[config.mk]
export PLATFORM = sky130hd
export DESIGN_NAME = tick_cmp_group
export DESIGN_NICKNAME = d
export VERILOG_FILES = /design/src/rtl/tick_pkg.sv /design/src/rtl/tick_unit.sv /design/src/rtl/softint_reg.sv /design/src/rtl/tick_cmp_group.sv
export SDC_FILE = /design/constraint.sdc
export NUM_CORES = 2
export LEC_CHECK = 0
export BUFFER_PORTS_ARGS = -buffer_cell sky130_fd_sc_hd__buf_4
export CORE_MARGIN = 2
export CORE_UTILIZATION = 50
export CTS_CLUSTER_SIZE = 10
export DETAILED_ROUTE_END_ITERATION = 8
export PLACE_DENSITY = 0.67
export REMOVE_ABC_BUFFERS = 1
export SLEW_MARGIN = 5
export SYNTH_ARGS = -nofsm -noshare
export SYNTH_HDL_FRONTEND = slang
export SYNTH_SLANG_ARGS = --single-unit
[constraint.sdc]
create_clock -name clk -period 5.5 [get_ports clk]
set_input_delay 0.55 -clock clk [delete_from_list [all_inputs] [get_ports clk]]
set_output_delay 0.55 -clock clk [all_outputs]
set_load 0.02 [all_outputs]
[src/rtl/tick_pkg.sv]
package tick_pkg;
  localparam int WORD_W  = 64;
  localparam int VAL_W   = WORD_W - 1;
  localparam int N_UNITS = 3;
  localparam int SI_W    = 2;

  typedef logic [VAL_W-1:0] tval_t;

  function automatic logic [WORD_W-1:0] pack_word(input logic flag, input tval_t v);
    return {flag, v};
  endfunction

  function automatic logic limit_is_late(input tval_t lim, input tval_t cnt_after);
    return lim <= cnt_after;
  endfunction

  function automatic int si_bit_of(input int unit);
    return (unit == 0) ? 0 : 1;
  endfunction
endpackage

[src/rtl/tick_unit.sv]
module tick_unit
  import tick_pkg::*;
(
  input  logic              clk,
  input  logic              rst_n,
  input  logic              tick,
  input  logic              cnt_we,
  input  logic              lim_we,
  input  logic [WORD_W-1:0] wdata,
  output logic [WORD_W-1:0] cnt_word,
  output logic [WORD_W-1:0] lim_word,
  output logic              fire
);
  tval_t cnt_q, lim_q, cnt_inc, cnt_nxt, wval;
  logic  trap_q, dis_q, armed_q, late_q;
  logic  hit_eq;

  assign wval    = wdata[VAL_W-1:0];
  assign cnt_inc = cnt_q + 1'b1;
  assign cnt_nxt = cnt_we ? wval : (tick ? cnt_inc : cnt_q);
  assign hit_eq  = (cnt_inc == lim_q);
  assign fire    = tick && !cnt_we && !lim_we && armed_q && (late_q || hit_eq);

  always_ff @(posedge clk or negedge rst_n) begin
    if (!rst_n) begin
      cnt_q   <= '0;
      trap_q  <= 1'b1;
      lim_q   <= '0;
      dis_q   <= 1'b1;
      armed_q <= 1'b0;
      late_q  <= 1'b0;
    end else begin
      cnt_q <= cnt_nxt;
      if (cnt_we) trap_q <= wdata[WORD_W-1];
      if (lim_we) begin
        lim_q   <= wval;
        dis_q   <= wdata[WORD_W-1];
        armed_q <= (wval != '0) && !wdata[WORD_W-1];
        late_q  <= limit_is_late(wval, cnt_nxt);
      end else if (fire) begin
        armed_q <= 1'b0;
      end
    end
  end

  assign cnt_word = pack_word(trap_q, cnt_q);
  assign lim_word = pack_word(dis_q, lim_q);

  AST_WRITE_WINS: assert property (@(posedge clk) disable iff (!rst_n)
    cnt_we |=> cnt_q == $past(wval));
  AST_COUNT_STEP: assert property (@(posedge clk) disable iff (!rst_n)
    (!cnt_we && tick) |=> cnt_q == $past(cnt_inc));
  AST_COUNT_HOLD: assert property (@(posedge clk) disable iff (!rst_n)
    (!cnt_we && !tick) |=> $stable(cnt_q));
  AST_ZERO_SILENT: assert property (@(posedge clk) disable iff (!rst_n)
    (lim_q == '0) |-> !fire);
  AST_DIS_SILENT: assert property (@(posedge clk) disable iff (!rst_n)
    dis_q |-> !fire);
  AST_ONE_SHOT: assert property (@(posedge clk) disable iff (!rst_n)
    fire |=> !fire);
endmodule

[src/rtl/softint_reg.sv]
module softint_reg
  import tick_pkg::*;
(
  input  logic            clk,
  input  logic            rst_n,
  input  logic [SI_W-1:0] set,
  input  logic [SI_W-1:0] clr,
  output logic [SI_W-1:0] q
);
  always_ff @(posedge clk or negedge rst_n) begin
    if (!rst_n) q <= '0;
    else        q <= (q & ~clr) | set;
  end

  for (genvar b = 0; b < SI_W; b++) begin : g_chk
    AST_SET_STICKS: assert property (@(posedge clk) disable iff (!rst_n)
      set[b] |=> q[b]);
    AST_HOLD_NO_CLR: assert property (@(posedge clk) disable iff (!rst_n)
      (q[b] && !clr[b]) |=> q[b]);
  end
endmodule

[src/rtl/tick_cmp_group.sv]
module tick_cmp_group
  import tick_pkg::*;
(
  input  logic              clk,
  input  logic              rst_n,
  input  logic [2:0]        tick_en,
  input  logic              wr_en,
  input  logic [1:0]        wr_sel,
  input  logic              wr_reg,
  input  logic [WORD_W-1:0] wr_data,
  input  logic [1:0]        rd_sel,
  input  logic              rd_reg,
  output logic [WORD_W-1:0] rd_data,
  input  logic [SI_W-1:0]   si_clr,
  output logic [SI_W-1:0]   softint,
  output logic              irq_pend
);
  logic [N_UNITS-1:0]   fire;
  logic [WORD_W-1:0]    cnt_w [N_UNITS];
  logic [WORD_W-1:0]    lim_w [N_UNITS];
  logic [SI_W-1:0]      si_set;

  for (genvar u = 0; u < N_UNITS; u++) begin : g_unit
    logic sel;
    assign sel = wr_en && (wr_sel == u[1:0]);
    tick_unit u_unit (
      .clk      (clk),
      .rst_n    (rst_n),
      .tick     (tick_en[u]),
      .cnt_we   (sel && !wr_reg),
      .lim_we   (sel && wr_reg),
      .wdata    (wr_data),
      .cnt_word (cnt_w[u]),
      .lim_word (lim_w[u]),
      .fire     (fire[u])
    );
  end

  always_comb begin
    si_set = '0;
    for (int u = 0; u < N_UNITS; u++)
      if (fire[u]) si_set[si_bit_of(u)] = 1'b1;
  end

  always_comb begin
    rd_data = '0;
    for (int u = 0; u < N_UNITS; u++)
      if (rd_sel == u[1:0]) rd_data = rd_reg ? lim_w[u] : cnt_w[u];
  end

  softint_reg u_si (
    .clk   (clk),
    .rst_n (rst_n),
    .set   (si_set),
    .clr   (si_clr),
    .q     (softint)
  );

  assign irq_pend = |softint;

  AST_CORE_MAP: assert property (@(posedge clk) disable iff (!rst_n)
    fire[0] |=> softint[0]);
  AST_SYS_MAP: assert property (@(posedge clk) disable iff (!rst_n)
    (fire[1] || fire[2]) |=> softint[1]);
endmodule

# --- Word-level counts from Yosys, hierarchy flattened ---
# Cells that the tools add are included.
word_totals:
  register_bits: 392
  in_bits: 78
  output_inout_bits: 67
op_classes:
  add_sub_neg: 3
  order_cmp: 3
  n_eq_ne: 7
  muxes: 21
  bitwise_logic: 3
  reduce_logical: 40
op_table:
  columns: ["op", "count"]
  rows:
  - ["$mux 64", 6]
  - ["$mux 63", 6]
  - ["$add 63x1->63 const B", 3]
  - ["$eq 63x63->1", 3]
  - ["$le 63x63->1", 3]
  - ["$reduce_bool 63->1", 1]
  - ["$logic_and 1x1->1", 22]
  - ["$mux 1", 9]
  - ["$logic_not 1->1", 8]
  - ["$reduce_bool 2->1", 3]
  - ["$eq 2x1->1 const B", 2]
  - ["$eq 2x2->1 const B", 2]
  - ["$logic_not 2->1", 2]
  - ["$logic_or 1x1->1", 3]
  - ["$and 2x2->2", 1]
  - ["$not 2->2", 1]
  - ["$or 2x2->2", 1]
  - ["$reduce_or 2->1", 1]

# --- Longest topological paths before layout ---
depth:
  word_depth: 11
  ltp_mapped: 21
  depth_no_buf: 20

# --- Modules after synthesis ---
# From an unflattened synthesis, not the netlist that was laid out.
unflattened:
  cells_unflattened: 3823
  area_unflattened_um2: 33778.6
modules_own_cells:
  columns: ["mod", "instances", "cells_each", "area_each_um2"]
  rows:
  - ["tick_unit at g_unit[1].u_unit ...", 2, 1116, 9910.8]
  - ["tick_unit at g_unit[0].u_unit", 1, 1174, 10353.7]
  - ["tick_cmp_group", 1, 411, 3530.9]
  - ["softint_reg", 1, 6, 72.6]

# --- Worst setup path before layout ---
# Ideal clock, no wire load.
synth_path:
  path_kind: "reg-to-reg"
  from: "register g_unit[2].u_unit.cnt_q[1]"
  to: "register g_unit[2].u_unit.late_q"
  setup_time_ps: 126
  arrival_time_ps: 4295
  required_time_ps: 5374
  path_slack_ps: 1079
  path_stages_with_launch: 19
  path_buffers: 0
  cell_sequence: "dfrtp_1 -> ha_1 -> nand4_1 -> or4_1 -> or4_1 -> or4_1 -> nor2_1 -> xnor2_1 -> o21ai_0 -> inv_1 -> ha_1 -> nand2_1 -> nor3_1 -> inv_1 -> nor3_1 -> nand4_1 -> or3_1 -> nand2b_1 -> a221o_1"
synth_between:
  elab_chain_cells: 4
synth_rtl:
  columns: ["element", "line", "source"]
  rows:
  - ["from (decl)", "tick_unit.sv:14", "tval_t cnt_q, lim_q, cnt_inc, cnt_nxt, wval;"]
  - ["from (signal assigned)", "tick_unit.sv:33", "cnt_q <= cnt_nxt;"]
  - ["$add 63x1->63", "tick_unit.sv:19", "assign cnt_inc = cnt_q + 1'b1;"]
  - ["$mux 63 (2 in a row)", "tick_unit.sv:20", "assign cnt_nxt = cnt_we ? wval : (tick ? cnt_inc : cnt_q);"]
  - ["net g_unit[2].u_unit.cnt_nxt[62]", "tick_unit.sv:14", null]
  - ["$le 63x63->1", "tick_pkg.sv:14", "return lim <= cnt_after;"]
  - ["to (signal assigned)", "tick_unit.sv:39", "late_q <= limit_is_late(wval, cnt_nxt);"]
  - ["to (decl)", "tick_unit.sv:15", "logic trap_q, dis_q, armed_q, late_q;"]
# The timed path passes the listed nets, and every way through them passes these cells.
# A chain may end at the register's enable or synchronous reset.

# --- Final worst setup path ---
layout_path:
  from: "register g_unit[0].u_unit.cnt_q[2]"
  to: "register g_unit[0].u_unit.late_q"
layout_between:
  elab_chain_cells: 4
layout_rtl:
  columns: ["element", "line"]
  rows:
  - ["from (decl)", "tick_unit.sv:14"]
  - ["from (signal assigned)", "tick_unit.sv:33"]
  - ["$add 63x1->63", "tick_unit.sv:19"]
  - ["$mux 63 (2 in a row)", "tick_unit.sv:20"]
  - ["net g_unit[0].u_unit.cnt_nxt[61]", "tick_unit.sv:14"]
  - ["$le 63x63->1", "tick_pkg.sv:14"]
  - ["to (signal assigned)", "tick_unit.sv:39"]
  - ["to (decl)", "tick_unit.sv:15"]
# The timed path passes the listed nets, and every way through them passes these cells.

==> run summary <==
The flow ran to the end, and the final reports show no timing, DRC or antenna violations. The share of the cycle needed by the critical path after routing is a little over nine tenths. The top-level I/O count came out at about 150. The number of diodes is 0. The number of port buffers is 144. The tree is rooted in a sky130_fd_sc_hd__clkbuf_16.

Leaving out fill and tap cells, the most frequent cell in the layout is sky130_fd_sc_hd__nand2_1. The average cell area after synthesis is around 8.3 sq um. In this run the number of H-tree levels came out at 2. The arrival time reported for the critical path endpoint is 5.81 ns. In the synthesized netlist the dominant register cell turns out to be sky130_fd_sc_hd__dfrtp_1.

The largest individual stage delay along the critical path comes from the cell sky130_fd_sc_hd__nor4_2. TritonCTS built the clock tree. The number of nets in the finished design came out at between 4,000 and 5,000.

The number of DRC markers in iteration 0 is about 3,400. The startpoint of the most critical hold path is si_clr[0]. The register clock-pin slew on the reported worst setup and hold paths came out at approximately 0.060 ns. The number of buffers added for setup after CTS is 0.

The hold violation count in the final report came out at 0. The first-pass iteration count of the detailed router came out at 6. The insertion delay to the later sink of the worst-skew pair came out at roughly 0.62 ns. Counting distinct cell types in the post-synthesis netlist gives 80.

The average detailed-routed wire length per instance came out at about 28 um. The final routed wirelength across all metal layers is 135 mm. The number of instances in the synthesized netlist is ~4,000. The total standard cell area after synthesis came out at about 33,000 sq um. The average vias per placed instance came out at 6.33. Clock tree synthesis inserted a total of 50 buffers. The async set or reset register ratio after synthesis is 100%. The max-slew violation count is 0.

The highest cell delay on the worst timing path came out at about 0.71 ns. Of all nets on the critical path, the largest fanout is 12. The power density of the placed cells is roughly 360 nW/um^2. The total clock sinks came out at between 300 and 400.

The worst register-to-register path begins at g_unit[0].u_unit.cnt_q[2]$_DFF_PN0_. The library cells used most frequently in the layout, excluding fill and tap cells, are sky130_fd_sc_hd__nand2_1 (578), sky130_fd_sc_hd__dfrtp_1 (386), sky130_fd_sc_hd__xnor2_1 (266). The area of the core came out at 64,500 sq um.

Setup repair after global routing left no endpoint under its margin. The maximum count of clock buffers along a single path came out at 3. The number of vias in the routed layout came out at about 30,000.

The transition time at the pin with the least slew margin is between 1 and 1.5 ns. Counting flops with a built-in enable in the synthesized netlist gives 0. Measured against its own limit, the worst slew margin works out to between 20% and 30%. The global router's overall resource usage came out at between 30 and 40%. After layout, the design draws a total of ~13 mW. Max-cap violations in this run came to 0.

On the final layout, the worst clock skew is ~0.029 ns. The proportion of layout cells with a drive suffix above 1 is 13.2%. The number of global-route vias before repair came out at between 20,000 and 30,000. The share of the yosys chip area belonging to registers came out at a little under a third.

The synthesis-to-finish area growth came out at 10.5%. The die covers 67,300 sq um. The row count is 93. The endpoint kind of the worst setup timing path is a flop.

The final number of setup-violating endpoints came out at 0. The largest voltage drop on the vdd net is roughly 0.24 mV. The die width is between 200 and 300 um. Once placement finished, the instance area stood at about 34,000 sq um. Based on the critical path, the design can be clocked at up to 190 MHz. In this run the remaining antenna-violating nets after routing total 0. The post-layout instance area is 36,000 sq um.

For the finished layout, the period the worst path requires is 5.28 ns. Traced cell by cell, the critical path runs through nand3_1 > nor4_2 > nand3_1 > nor4_1 > and4_1 > nand2_1 > xor2_1 > o21ai_0 > inv_1 > ha_1 > nand2_1 > nor3_1 > nand4_1 > or3_1 > o21ai_0 > o21ai_0 > o21ai_0. The y dimension of the die is 259 um.

Routability-driven placement finished with a final weighted congestion of about 1.1. The cell repeated most along the worst path is sky130_fd_sc_hd__o21ai_0. After global routing the overflow that remains totals 0. The flop and latch count out of synthesis came out at ~390. By startpoint and endpoint, the worst setup path is classified as flop to flop. The setup TNS is 0 ns.

The most critical setup path has its startpoint at g_unit[0].u_unit.cnt_q[2]$_DFF_PN0_. The final design utilization is between 50 and 60%. The number of warning messages in the yosys log came out at 0.

The final routed DRC violation total came out at 0. STA classifies the critical path startpoint as a flop. In this run the static leakage power is 15.0 nW. The data required time at the worst endpoint came out at roughly 6.0 ns. After filler insertion, the fill cell instance count of the layout stands at between 6,000 and 7,000. The initial core utilization came out at 50.6%. The wire-length estimate of the detail-placed layout is 104 mm. Final hold analysis gives a worst-case slack of between 0.1 and 0.15 ns.

The min-delay analysis places its worst path in the category input pin to flop. The pin count of the biggest net entering global routing is between 100 and 150. The first global-routing pass estimated a little under 200 mm of wire. The number of antenna violations at the first check in global routing is 3.
==> state kept, by name, indices dropped and copies added (netlist names) <==
signal and cells:
g_unit.u_unit.cnt_q 189, g_unit.u_unit.lim_q 189, g_unit.u_unit.armed_q 3, g_unit.u_unit.dis_q 3, g_unit.u_unit.late_q 3, g_unit.u_unit.trap_q 3, u_si.q 2
==> Yosys cell counts, drive strengths merged, types with 129 or more instances <==
cell | n | area share, %
nand2 | 578 | 6.7
mux2i | 135 | 4.1
mux2 | 168 | 5.8
xor2 | 199 | 5.3
clkbuf | 228 | 2.7
inv | 211 | 2.4
o21ai | 166 | 2.5
nand3 | 129 | 2.0
nand4 | 161 | 3.2
a21oi | 132 | 2.0
xnor2 | 266 | 7.1
ha | 192 | 7.4
dfrtp | 386 | 30
nor2 | 201 | 2.3
==> cell families after synthesis <==
group / synth area share (%)
AO/OA/AOI/OAI: 12.1
XOR/XNOR: 12.5
flip-flops: 30.1
adder cells (fa/ha/maj): 7.37
buffers and inverters: 5.78
AND/OR/NAND/NOR: 22.1
multiplexers: 10.0
==> power by group <==
group | switching (mW) | total, mW | internal, mW
clock network | 1.36 | 3.28 | 1.92
logic | 2.93 | 5.05 | 2.12
registers | 1.14 | 4.66 | 3.52
==> per-stage QoR <==
stage | setup slack, ns | instances
after floorplan | -3.71 | 3635
after global placement | 0.230 | 4714
after detailed placement | 0.266 | 4714
after CTS | 0.260 | 4797
after global routing | 0.0168 | 4797
final | 0.224 | 4797
==> worst paths after layout <==
check,to,slack [ns],depth (start not counted)
worst min register to register,g_unit[1].u_unit.dis_q$_DFFE_PN1P_,0.48,2
min in group asynchronous,g_unit[2].u_unit.lim_q[10]$_DFFE_PN0P_,0.45,2
max in group asynchronous,g_unit[1].u_unit.cnt_q[25]$_DFF_PN0_,3.69,3
worst min-delay path,u_si.q[0]$_DFF_PN0_,0.10,2
worst max-delay path,g_unit[0].u_unit.late_q$_DFFE_PN0P_,0.22,17
worst max register to register,g_unit[0].u_unit.late_q$_DFFE_PN0P_,0.22,17
==> worst max-delay path: cells and delay by family, from the launching register on <==
family / cells / cell delay, ns
AO/OA/AOI/OAI: 4 / 0.59
XOR/XNOR: 1 / 0.16
flip-flops: 1 / 0.55
AND/OR/NAND/NOR: 10 / 3.56
adder cells (fa/ha/maj): 1 / 0.27
buffers and inverters: 1 / 0.07
==> metal layers <==
| layer | up-vias | global-route usage, % | part of all wire, % |
|---|---|---|---|
| met5 | - | 0 | 0 |
| met4 | 0 | 17.0 | 4.9 |
| met3 | 282 | 8.30 | 10 |
| met2 | 1633 | 58.5 | 42 |
| met1 | 14800 | 56.2 | 43 |
| li1 | 13700 | - | - |
==> timing repair <==
action,in CTS,in global routing
resized for setup,0,1
endpoints found under the hold margin,54,0
setup endpoints to repair,0,1
hold buffers,1,0
==> cell type report <==
type | count | area, sq um | share of cell area, %
clock buffers | 74 | 1480 | 4.09
multi-input cells | 3032 | 21000 | 58.3
flip-flops and latches | 392 | 9820 | 27.2
well taps | 855 | 1070 | 2.97
inverters | 211 | 792 | 2.20
clock inverters | 8 | 95.1 | 0.264
repair buffers | 225 | 1790 | 4.98
(Power assumes the default switching activity.)
